`src/rtl/wg_pkg.sv`:
```
// Package: shared state encoding and handshake codes for the window guard.
// Assumes: one-byte configuration register, lock request carried in one bit.
package wg_pkg;
    typedef enum logic [1:0] {
        GS_OPEN    = 2'd0,
        GS_QUERIED = 2'd1,
        GS_LOCKED  = 2'd2
    } guard_state_e;

    localparam logic [7:0] QUERY_CODE = 8'hFF;
    localparam logic [7:0] ACK_CODE   = 8'h01;
    localparam logic [7:0] LOCK_CODE  = 8'h02;
    localparam int         LOCK_BIT   = 1;
    localparam logic [7:0] MASK_ALL   = 8'hFF;
    localparam logic [7:0] MASK_NONE  = 8'h00;
endpackage

```
`src/rtl/wg_cfg_reg.sv`:
```
// Module: configuration register with the run-time write mask and the
// query/lock handshake. Assumes feat_en is static between resets.
// Outputs the read data for the addressed offset and the lock flag.
module wg_cfg_reg
    import wg_pkg::*;
#(
    parameter int          CAW        = 8,
    parameter logic [CAW-1:0] CFG_OFFSET = 8'h9C
) (
    input  logic           clk,
    input  logic           rst_n,
    input  logic           feat_en,
    input  logic           cfg_we,
    input  logic [CAW-1:0] cfg_addr,
    input  logic [7:0]     cfg_wdata,
    output logic [7:0]     cfg_rdata,
    output logic           locked
);
    guard_state_e state_q;
    logic [7:0]   wmask_q;
    logic [7:0]   plain_q;
    logic         hit;
    logic [7:0]   merged;
    logic [7:0]   reg_value;

    // Decode a write aimed at this register.
    always_comb hit = cfg_we && (cfg_addr == CFG_OFFSET);

    // Merge the write into the acknowledged value through the current mask.
    always_comb merged = (ACK_CODE & ~wmask_q) | (cfg_wdata & wmask_q);

    // Handshake state, write mask and plain byte update.
    always_ff @(posedge clk) begin
        if (!rst_n) begin
            state_q <= GS_OPEN;
            wmask_q <= MASK_ALL;
            plain_q <= 8'h00;
        end else if (hit) begin
            if (!feat_en) begin
                plain_q <= cfg_wdata;
            end else begin
                unique case (state_q)
                    GS_OPEN: begin
                        if (cfg_wdata == QUERY_CODE) begin
                            state_q <= GS_QUERIED;
                            wmask_q <= LOCK_CODE;
                        end
                    end
                    GS_QUERIED: begin
                        if (merged[LOCK_BIT]) begin
                            state_q <= GS_LOCKED;
                            wmask_q <= MASK_NONE;
                        end
                    end
                    default: ;
                endcase
            end
        end
    end

    // Visible register value for the current mode and state.
    always_comb begin
        if (!feat_en) begin
            reg_value = plain_q;
        end else begin
            unique case (state_q)
                GS_QUERIED: reg_value = ACK_CODE;
                GS_LOCKED:  reg_value = LOCK_CODE;
                default:    reg_value = 8'h00;
            endcase
        end
    end

    // Read mux: only the owned offset returns data.
    always_comb cfg_rdata = (cfg_addr == CFG_OFFSET) ? reg_value : 8'h00;

    // Lock flag seen by the filter.
    always_comb locked = feat_en && (state_q == GS_LOCKED);

    // the lock holds until reset.
    a_r5_lock_sticky: assert property (@(posedge clk) disable iff (!rst_n)
        (locked && feat_en) |=> locked);

    // a non-query write in the open state leaves the state open.
    a_r2_open_discard: assert property (@(posedge clk) disable iff (!rst_n)
        (feat_en && hit && state_q == GS_OPEN && cfg_wdata != QUERY_CODE)
        |=> state_q == GS_OPEN);

    // a write with the lock bit clear after the query keeps the state.
    a_r4_query_hold: assert property (@(posedge clk) disable iff (!rst_n)
        (feat_en && hit && state_q == GS_QUERIED && !cfg_wdata[LOCK_BIT])
        |=> state_q == GS_QUERIED);

    // writes to other offsets change nothing.
    a_r12_other_offset: assert property (@(posedge clk) disable iff (!rst_n)
        (cfg_we && cfg_addr != CFG_OFFSET) |=> ($stable(state_q) && $stable(plain_q)));
endmodule

```
`src/rtl/wg_lane_decode.sv`:
```
// Module: per-byte window hit decode. Lane i covers byte address addr+i;
// the sum is widened by one bit so that it never wraps.
module wg_lane_decode #(
    parameter int              AW     = 32,
    parameter int              LANES  = 4,
    parameter logic [AW:0]     W_BASE = 33'h0_0003_0000,
    parameter logic [AW:0]     W_SIZE = 33'h0_0002_0000
) (
    input  logic [AW-1:0]    addr,
    output logic [LANES-1:0] in_win
);
    localparam logic [AW:0] W_END = W_BASE + W_SIZE;

    for (genvar i = 0; i < LANES; i++) begin : g_lane
        logic [AW:0] lane_addr;
        // Address of this lane and its window comparison.
        always_comb begin
            lane_addr = {1'b0, addr} + (AW+1)'(i);
            in_win[i] = (lane_addr >= W_BASE) && (lane_addr < W_END);
        end
    end
endmodule

```
`src/rtl/wg_access_filter.sv`:
```
// Module: steers each lane either to RAM or to the local all-ones sink.
// Assumes RAM read data for the forwarded lanes arrives in the same cycle.
module wg_access_filter #(
    parameter int LANES = 4,
    localparam int DW   = LANES * 8
) (
    input  logic             clk,
    input  logic             rst_n,
    input  logic             locked,
    input  logic             acc_valid,
    input  logic             acc_we,
    input  logic             acc_priv,
    input  logic [LANES-1:0] acc_be,
    input  logic [DW-1:0]    acc_wdata,
    input  logic [LANES-1:0] in_win,
    input  logic [DW-1:0]    ram_rdata,
    output logic [DW-1:0]    acc_rdata,
    output logic             ram_valid,
    output logic             ram_we,
    output logic [LANES-1:0] ram_be,
    output logic [DW-1:0]    ram_wdata
);
    logic [LANES-1:0] blocked;

    // Lanes that go to the sink.
    always_comb blocked = (locked && !acc_priv) ? in_win : '0;

    // Forwarded request with blocked lanes stripped.
    always_comb begin
        ram_be    = acc_be & ~blocked;
        ram_valid = acc_valid && (|ram_be);
        ram_we    = acc_we;
        ram_wdata = acc_wdata;
    end

    for (genvar i = 0; i < LANES; i++) begin : g_rd
        // Per-lane read data: sink bytes are all ones.
        always_comb acc_rdata[i*8 +: 8] = blocked[i] ? 8'hFF : ram_rdata[i*8 +: 8];
    end

    // privileged accesses keep every byte enable.
    a_r8_priv_forward: assert property (@(posedge clk) disable iff (!rst_n)
        (acc_valid && acc_priv) |-> (ram_be == acc_be));

    // a locked unprivileged access never enables an in-window byte.
    a_r7_no_window_byte: assert property (@(posedge clk) disable iff (!rst_n)
        (acc_valid && locked && !acc_priv) |-> ((ram_be & in_win) == '0));

    // out-of-window lanes are never stripped.
    a_r9_outside_kept: assert property (@(posedge clk) disable iff (!rst_n)
        acc_valid |-> ((acc_be & ~in_win) == (ram_be & ~in_win)));
endmodule

```
`src/rtl/prot_window_guard.sv`:
```
// Module: top of the lockable protected window guard. Joins the
// configuration register, the per-lane window decode and the filter.
// Assumes a synchronous active-low reset and a static feat_en.
module prot_window_guard
    import wg_pkg::*;
#(
    parameter int          AW         = 32,
    parameter int          LANES      = 4,
    parameter int          CAW        = 8,
    parameter logic [CAW-1:0] CFG_OFFSET = 8'h9C,
    parameter logic [AW:0] W_BASE     = 33'h0_0003_0000,
    parameter logic [AW:0] W_SIZE     = 33'h0_0002_0000,
    localparam int         DW         = LANES * 8
) (
    input  logic             clk,
    input  logic             rst_n,
    input  logic             feat_en,
    input  logic             cfg_we,
    input  logic [CAW-1:0]   cfg_addr,
    input  logic [7:0]       cfg_wdata,
    output logic [7:0]       cfg_rdata,
    input  logic             acc_valid,
    input  logic             acc_we,
    input  logic             acc_priv,
    input  logic [AW-1:0]    acc_addr,
    input  logic [LANES-1:0] acc_be,
    input  logic [DW-1:0]    acc_wdata,
    output logic [DW-1:0]    acc_rdata,
    output logic             ram_valid,
    output logic             ram_we,
    output logic [AW-1:0]    ram_addr,
    output logic [LANES-1:0] ram_be,
    output logic [DW-1:0]    ram_wdata,
    input  logic [DW-1:0]    ram_rdata
);
    logic             locked;
    logic [LANES-1:0] in_win;

    wg_cfg_reg #(.CAW(CAW), .CFG_OFFSET(CFG_OFFSET)) cfg_i (
        .clk       (clk),
        .rst_n     (rst_n),
        .feat_en   (feat_en),
        .cfg_we    (cfg_we),
        .cfg_addr  (cfg_addr),
        .cfg_wdata (cfg_wdata),
        .cfg_rdata (cfg_rdata),
        .locked    (locked)
    );

    wg_lane_decode #(.AW(AW), .LANES(LANES), .W_BASE(W_BASE), .W_SIZE(W_SIZE)) dec_i (
        .addr   (acc_addr),
        .in_win (in_win)
    );

    wg_access_filter #(.LANES(LANES)) flt_i (
        .clk       (clk),
        .rst_n     (rst_n),
        .locked    (locked),
        .acc_valid (acc_valid),
        .acc_we    (acc_we),
        .acc_priv  (acc_priv),
        .acc_be    (acc_be),
        .acc_wdata (acc_wdata),
        .in_win    (in_win),
        .ram_rdata (ram_rdata),
        .acc_rdata (acc_rdata),
        .ram_valid (ram_valid),
        .ram_we    (ram_we),
        .ram_be    (ram_be),
        .ram_wdata (ram_wdata)
    );

    // Address passes through untouched.
    always_comb ram_addr = acc_addr;

    // with the feature off the window is never locked.
    a_r11_disabled_open: assert property (@(posedge clk) disable iff (!rst_n)
        !feat_en |-> !locked);
endmodule

```
`config.mk`:
```
export PLATFORM = sky130hd
export DESIGN_NAME = prot_window_guard
export DESIGN_NICKNAME = d
export VERILOG_FILES = /design/src/rtl/wg_pkg.sv /design/src/rtl/wg_cfg_reg.sv /design/src/rtl/wg_lane_decode.sv /design/src/rtl/wg_access_filter.sv /design/src/rtl/prot_window_guard.sv
export SDC_FILE = /design/constraint.sdc
export NUM_CORES = 1
export LEC_CHECK = 0
export ABC_AREA = 1
export CORE_MARGIN = 4
export CORE_UTILIZATION = 32
export DETAILED_ROUTE_END_ITERATION = 16
export PLACE_DENSITY = 0.79
export SKIP_CTS_REPAIR_TIMING = 1
export SYNTH_ARGS = -nofsm -noshare
export SYNTH_HDL_FRONTEND = slang
export SYNTH_SLANG_ARGS = --single-unit
```
`constraint.sdc`:
```
create_clock -name clk -period 3 [get_ports clk]
set_clock_uncertainty 0.15 [all_clocks]
set_input_delay 0.75 -clock clk [delete_from_list [all_inputs] [get_ports clk]]
set_output_delay 0.75 -clock clk [all_outputs]
set_load 0.005 [all_outputs]
```
======== After elaboration in Yosys (flattened, before gate mapping) ========
Index checks and enable logic that the tools add are counted.
cells by class
  add/subtract/negate cells ............... 3
  order comparisons ....................... 8
  equality and inequality tests ........... 6
  muxes and demuxes ....................... 14
  bitwise operators ....................... 6
  reduce and logical (&&, ||, !) cells .... 14
operators with widths
  kind                                                   number
  >= comparator 33 x 18 -> 1 bit, second input constant  3
  < comparator 33 x 19 -> 1 bit, second input constant   3
  adder 32 x 2 -> 33 bit, second input constant          2
  two-way mux 8 bit                                      6
  adder 32 x 1 -> 33 bit, second input constant          1
  >= comparator 32 x 18 -> 1 bit, second input constant  1
  < comparator 32 x 19 -> 1 bit, second input constant   1
  == test 8 bit, second input constant                   2
  one-hot mux 2 bit (2 select lines)                     3
  logical AND 1 bit                                      8
  two-way mux 2 bit                                      4
  AND reduction 5 bit                                    1
  AND 4 bit                                              1
  two-way mux 4 bit                                      1
  inequality test 2 x 1 -> 1 bit, second input constant  2
  inverter 4 bit                                         1
  OR reduction 4 bit                                     1
  AND 2 bit                                              1
  == test 2 x 1 -> 1 bit, second input constant          1
  == test 2 bit, second input constant                   1
  zero test 2 bit                                        1
  inverter 1 bit                                         2
  bitwise OR 1 x 2 -> 2 bit                              1
  AND reduction 2 bit                                    1
  other kinds (2)                                        2
word-level totals
  register bits after elaboration ......... 12
  bits of input ports ..................... 123
  output and inout port bits .............. 110
  word-level logic and storage cells ...... 54

======== Logic depth before layout (Yosys ltp) ========
  word-level depth ........................ 8
  gate-level depth with buffers ........... 18
  gate-level depth less buffers ........... 18

======== Hierarchy ========
A second synthesis with hierarchy kept.
unflattened totals
  cells, all modules ...................... 637
  area, all modules ....................... 3347.0 um2
modules (own cells, without submodules)
  module             instances  cells each  area an instance (um2)  seq. area each (um2)
  wg_lane_decode     1          375         1809.2                  0.0
  wg_cfg_reg         1          115         711.9                   220.2
  wg_access_filter   1          115         585.6                   0.0
  prot_window_guard  1          32          240.2                   0.0

======== Worst setup path after synthesis ========
No wires, ideal clock.
  path type ............................... input-to-output
  from .................................... input port acc_addr[0]
  to ...................................... output port ram_valid
  arrival time ............................ 2265 ps
  data required time ...................... 2100 ps
  path slack .............................. -165 ps
  stages on the path ...................... 16
  path buffers ............................ 0
  cell sequence ........................... inv_1 ha_1 nor2_1 nand2_1 nor2_2 nand3_1 nand2_1 nand3b_1 nor2_1 nand2_1 nor2_2 nand3_4 nand2_2 inv_2 nor2_1 nor2_1
on the way
  longest elaborated chain between the ends .. 8
  elaborated cells between the ends (all ways) .. 20
  classes of those cells .................. 3 x add/sub; 8 x order compare; 1 x mux; 2 x bitwise; 6 x reduce/logical
ends and longest elaborated chain
  element                                                                                 line                     source
  start: declaration                                                                      prot_window_guard.sv:25  input logic [AW-1:0] acc_addr,
  adder 32 x 2 -> 33 bit *                                                                wg_lane_decode.sv:18     lane_addr = {1'b0, addr} + (AW+1)'(i);
  >= comparator 33 x 18 -> 1 bit / < comparator 33 x 19 -> 1 bit (equally long branches)  wg_lane_decode.sv:19     in_win[i] = (lane_addr >= W_BASE) && (lane_addr < W_END);
  logical AND 1 bit *                                                                     wg_lane_decode.sv:19
  two-way mux 4 bit *                                                                     wg_access_filter.sv:26   always_comb blocked = (locked && !acc_priv) ? in_win : '0;
  inverter 4 bit *                                                                        wg_access_filter.sv:30   ram_be = acc_be & ~blocked;
  AND 4 bit *                                                                             wg_access_filter.sv:30
  net ram_be[3]                                                                           prot_window_guard.sv:32  output logic [LANES-1:0] ram_be,
  OR reduction 4 bit *                                                                    wg_access_filter.sv:31   ram_valid = acc_valid && (|ram_be);
  logical AND 1 bit *                                                                     wg_access_filter.sv:31
  end: declaration                                                                        prot_window_guard.sv:29  output logic ram_valid,
Mark *: on every way through the listed nets, which the timed path passes. The rest lies on a longest branch.

======== Worst setup path in the final report ========
  from .................................... input port acc_addr[6]
  to ...................................... output port acc_rdata[27]
on the way
  longest elaborated chain between the ends .. 5
  elaborated cells between the ends (all ways) .. 6
  classes of those cells .................. 1 x add/sub; 2 x order compare; 2 x mux; 1 x reduce/logical
ends and longest elaborated chain
  element                                                                                 line                     source
  adder 32 x 2 -> 33 bit *                                                                wg_lane_decode.sv:18
  >= comparator 33 x 18 -> 1 bit / < comparator 33 x 19 -> 1 bit (equally long branches)  wg_lane_decode.sv:19
  logical AND 1 bit *                                                                     wg_lane_decode.sv:19
  two-way mux 4 bit *                                                                     wg_access_filter.sv:26
  two-way mux 8 bit *                                                                     wg_access_filter.sv:38   always_comb acc_rdata[i*8 +: 8] = blocked[i] ? 8'hFF : ram_rdata[i*8 +: 8];
  end: declaration                                                                        prot_window_guard.sv:28  output logic [DW-1:0] acc_rdata,
Every way passes the cells marked *; elsewhere a longest branch is shown, timed or not.

==> metrics <==
Final period util 121%; vias in the first global route 4083; CTS H-Tree Depth 1; status complete, but fails checks; library cells used by synthesis 29; most used cell, CP buf_6; Hold Path Class reg -> reg; Die Y 107 um; GR Util All Layers 19.7%; DP HPWL 10200 um; Routed met1 length 5260 um; unrepaired setup endpoints after global routing true; Iteration-0 DRC Markers 341; cell area power density 135 nW/um2; vias per cell 5.01; Max Clock Freq 0.275 GHz; Max-Cap Viols 0; origin of the critical flop-to-flop path cfg_i.state_q[0]; hold endpoint cfg_i.wmask_q[1]; Worst setup SP type primary input; Pleak 3.29 nW; crit path max fanout 6; Synth Area per Inst 5.07 um2; first-pass GRT wire length 18800 um; Final ANT Viol Nets 0; Crit path buffers/inverters 4; synthesized instance count 620; antenna cells 0; final wirelength 15100 um; final net count 975; drt pass-1 iters 5; Num CTS Buffers 3; worst skew pair latency 240 ps; biggest cell delay along the critical path 300 ps; largest net degree at the start of global routing 11; DR WL met3 1570 um; yosys warns 0; min-delay src cfg_i.wmask_q[1]; Slew Limit Fails 0; placed cell area 5180 um2; Initial Util 33.4%; reg2reg setup slack 1590 ps; clk buf depth 2; I/O Buffers 166; DP Worst Slack -1370 ps; initial antenna violation count 0; Remaining Overflow, GRT 0; Cell Chain, Critical Path buf_6 > nand2_4 > nor2_4 > nand2_1 > o21ai_0 > nand3_1 > xor2_1 > nand3_1 > nand2_1 > nand3_4 > buf_6 > buf_6 > nand2_2 > clkbuf_2; R2R depth 8; wire per inst 15.4 um; delay-heaviest family, CP simple AND/OR/NAND/NOR gates; Core ar. 9420 um2; CTS tree yes; Peak supply drop 248 uV; routability congestion estimate 0.960; Routed met2 length 7420 um; final core utilization 68.1%; CTS root buf clkbuf_8; Seq cells post-synth 11; Seq/Total Area, Yosys 7.00%; vias 4898; Slowest cell on crit path o21ai_0; die width 107 um; endpoints failing setup 37; Worst EP arrival 2740 ps; Top Layer Used met4; post-route cell area 6410 um2; R2R Path End cfg_i.wmask_q[1]; Worst Tran Pin Value 329 ps; share of cells above drive strength 1 43.6%; failing checks setup timing; die area 11500 um2; syn nets 745; Clock Sinks 11; area delta synth->final 104%; DRC Markers 0; Site Rows 35; Synth Cell Area 3150 um2; Final WS setup -640 ps; I/O pin count 233; final hold violation count 0; Crit Path Class in -> out; Tmin final 3640 ps; Crit. End Element primary output; Worst Path Required 2100 ps; Reg clk slew, reported paths 50 ps; Hold Crit Depth 2; Max transition margin 77.9%; Fin Hold WS 347 ps
sequential cells by signal, indices dropped and copies added, names as in the netlist:
register	cells
cfg_i.state_q	2
cfg_i.wmask_q	1
cfg_i.plain_q	8
synthesized netlist by cell type (all sizes together):
cell type	number	area, um2
o21bai	1	7.51
inv	77	289
or2	8	50.1
buf	67	498
nand3b	1	7.51
o2111ai	1	8.76
nor2	112	517
nand2	240	931
nor4	3	18.8
xor2	8	70.1
and2	2	12.5
nand4	12	105
nand3	49	258
ha	2	25.0
clkbuf	1	3.75
dfxtp	11	220
clkinv	1	3.75
o21ai	18	90.1
a21oi	6	30.0
placed cells by master, fill, tap and decap left out, drive strengths merged, types with 2 or more instances in the layout:
cell type and instances:
nand2 240, buf 169, nor2 112, clkdlybuf4s50 87, inv 77, nand3 49
dlymetal6s2s 20, clkbuf 20, o21ai 18, nand4 12, dfxtp 11, or2 8
xor2 8, a21oi 6, nor4 3, ha 2, and2 2
logic make-up (layout without fill, tap and decap cells):
family	after synthesis	after routing	synth area share, %
buf+inv	146	375	25.3
xor+xnor	8	8	2.23
fa+ha+maj	2	2	0.795
simple gates	427	427	60.4
compound gates	26	26	4.34
flops	11	11	7.00
per-layer routing:
layer  global-route usage [%]  up-vias
met1                     24.2     2165
met4                     5.11        0
li1                         -     2300
met3                     4.27       86
met5                        0        -
met2                     34.8      347
layout make-up:
| type | instances | area [um2] |
|---|---|---|
| fill | 698 | 3010 |
| multi-input combinational | 463 | 2920 |
| timing repair buffer | 292 | 2730 |
| inverter | 78 | 320 |
| sequential | 11 | 220 |
| tap | 129 | 161 |
| clock buffer | 4 | 45.0 |
| timing repair inverter | 1 | 7.51 |
worst max-delay path by stage:
stage,startpoint,end,cells after the start,slack [ps]
6_report,acc_addr[6],acc_rdata[27],14,-640
5_1_grt,acc_addr[1],acc_rdata[27],17,-690
4_1_cts,acc_addr[1],ram_valid,18,-1390
3_5_place_dp,acc_addr[1],ram_valid,18,-1370
3_3_place_gp,acc_addr[1],ram_valid,18,-1350
2_1_floorplan,acc_addr[0],ram_valid,13,-50
power breakdown:
part           total (W)  leakage, nW  switching [W]  internal, W
registers       0.000146       0.0886   0.0000000607     0.000146
logic           0.000566         3.18       0.000261     0.000305
clock network   0.000152       0.0228      0.0000584    0.0000935
total           0.000864         3.29       0.000320     0.000545
worst register-to-register path, delay by kind of cell (launching register included):
kind | cells | cell delay (ps)
and+or+nand+nor | 3 | 250
AOI/OAI and AO/OA | 2 | 280
buffers and inverters | 3 | 260
DFF | 1 | 340
through the flow:
step | setup TNS (ps) | total power, W | std cells
3_5_place_dp | -44670 | 0.000606 | 930
2_1_floorplan | -47.2 | 0.000349 | 620
4_1_cts | -45000 | 0.000757 | 934
5_1_grt | -18970 | 0.000908 | 978
3_3_place_gp | -43960 | 0.000603 | 930
6_report | -15860 | 0.000864 | 978
Note: power is estimated with default switching activity, not from simulation.
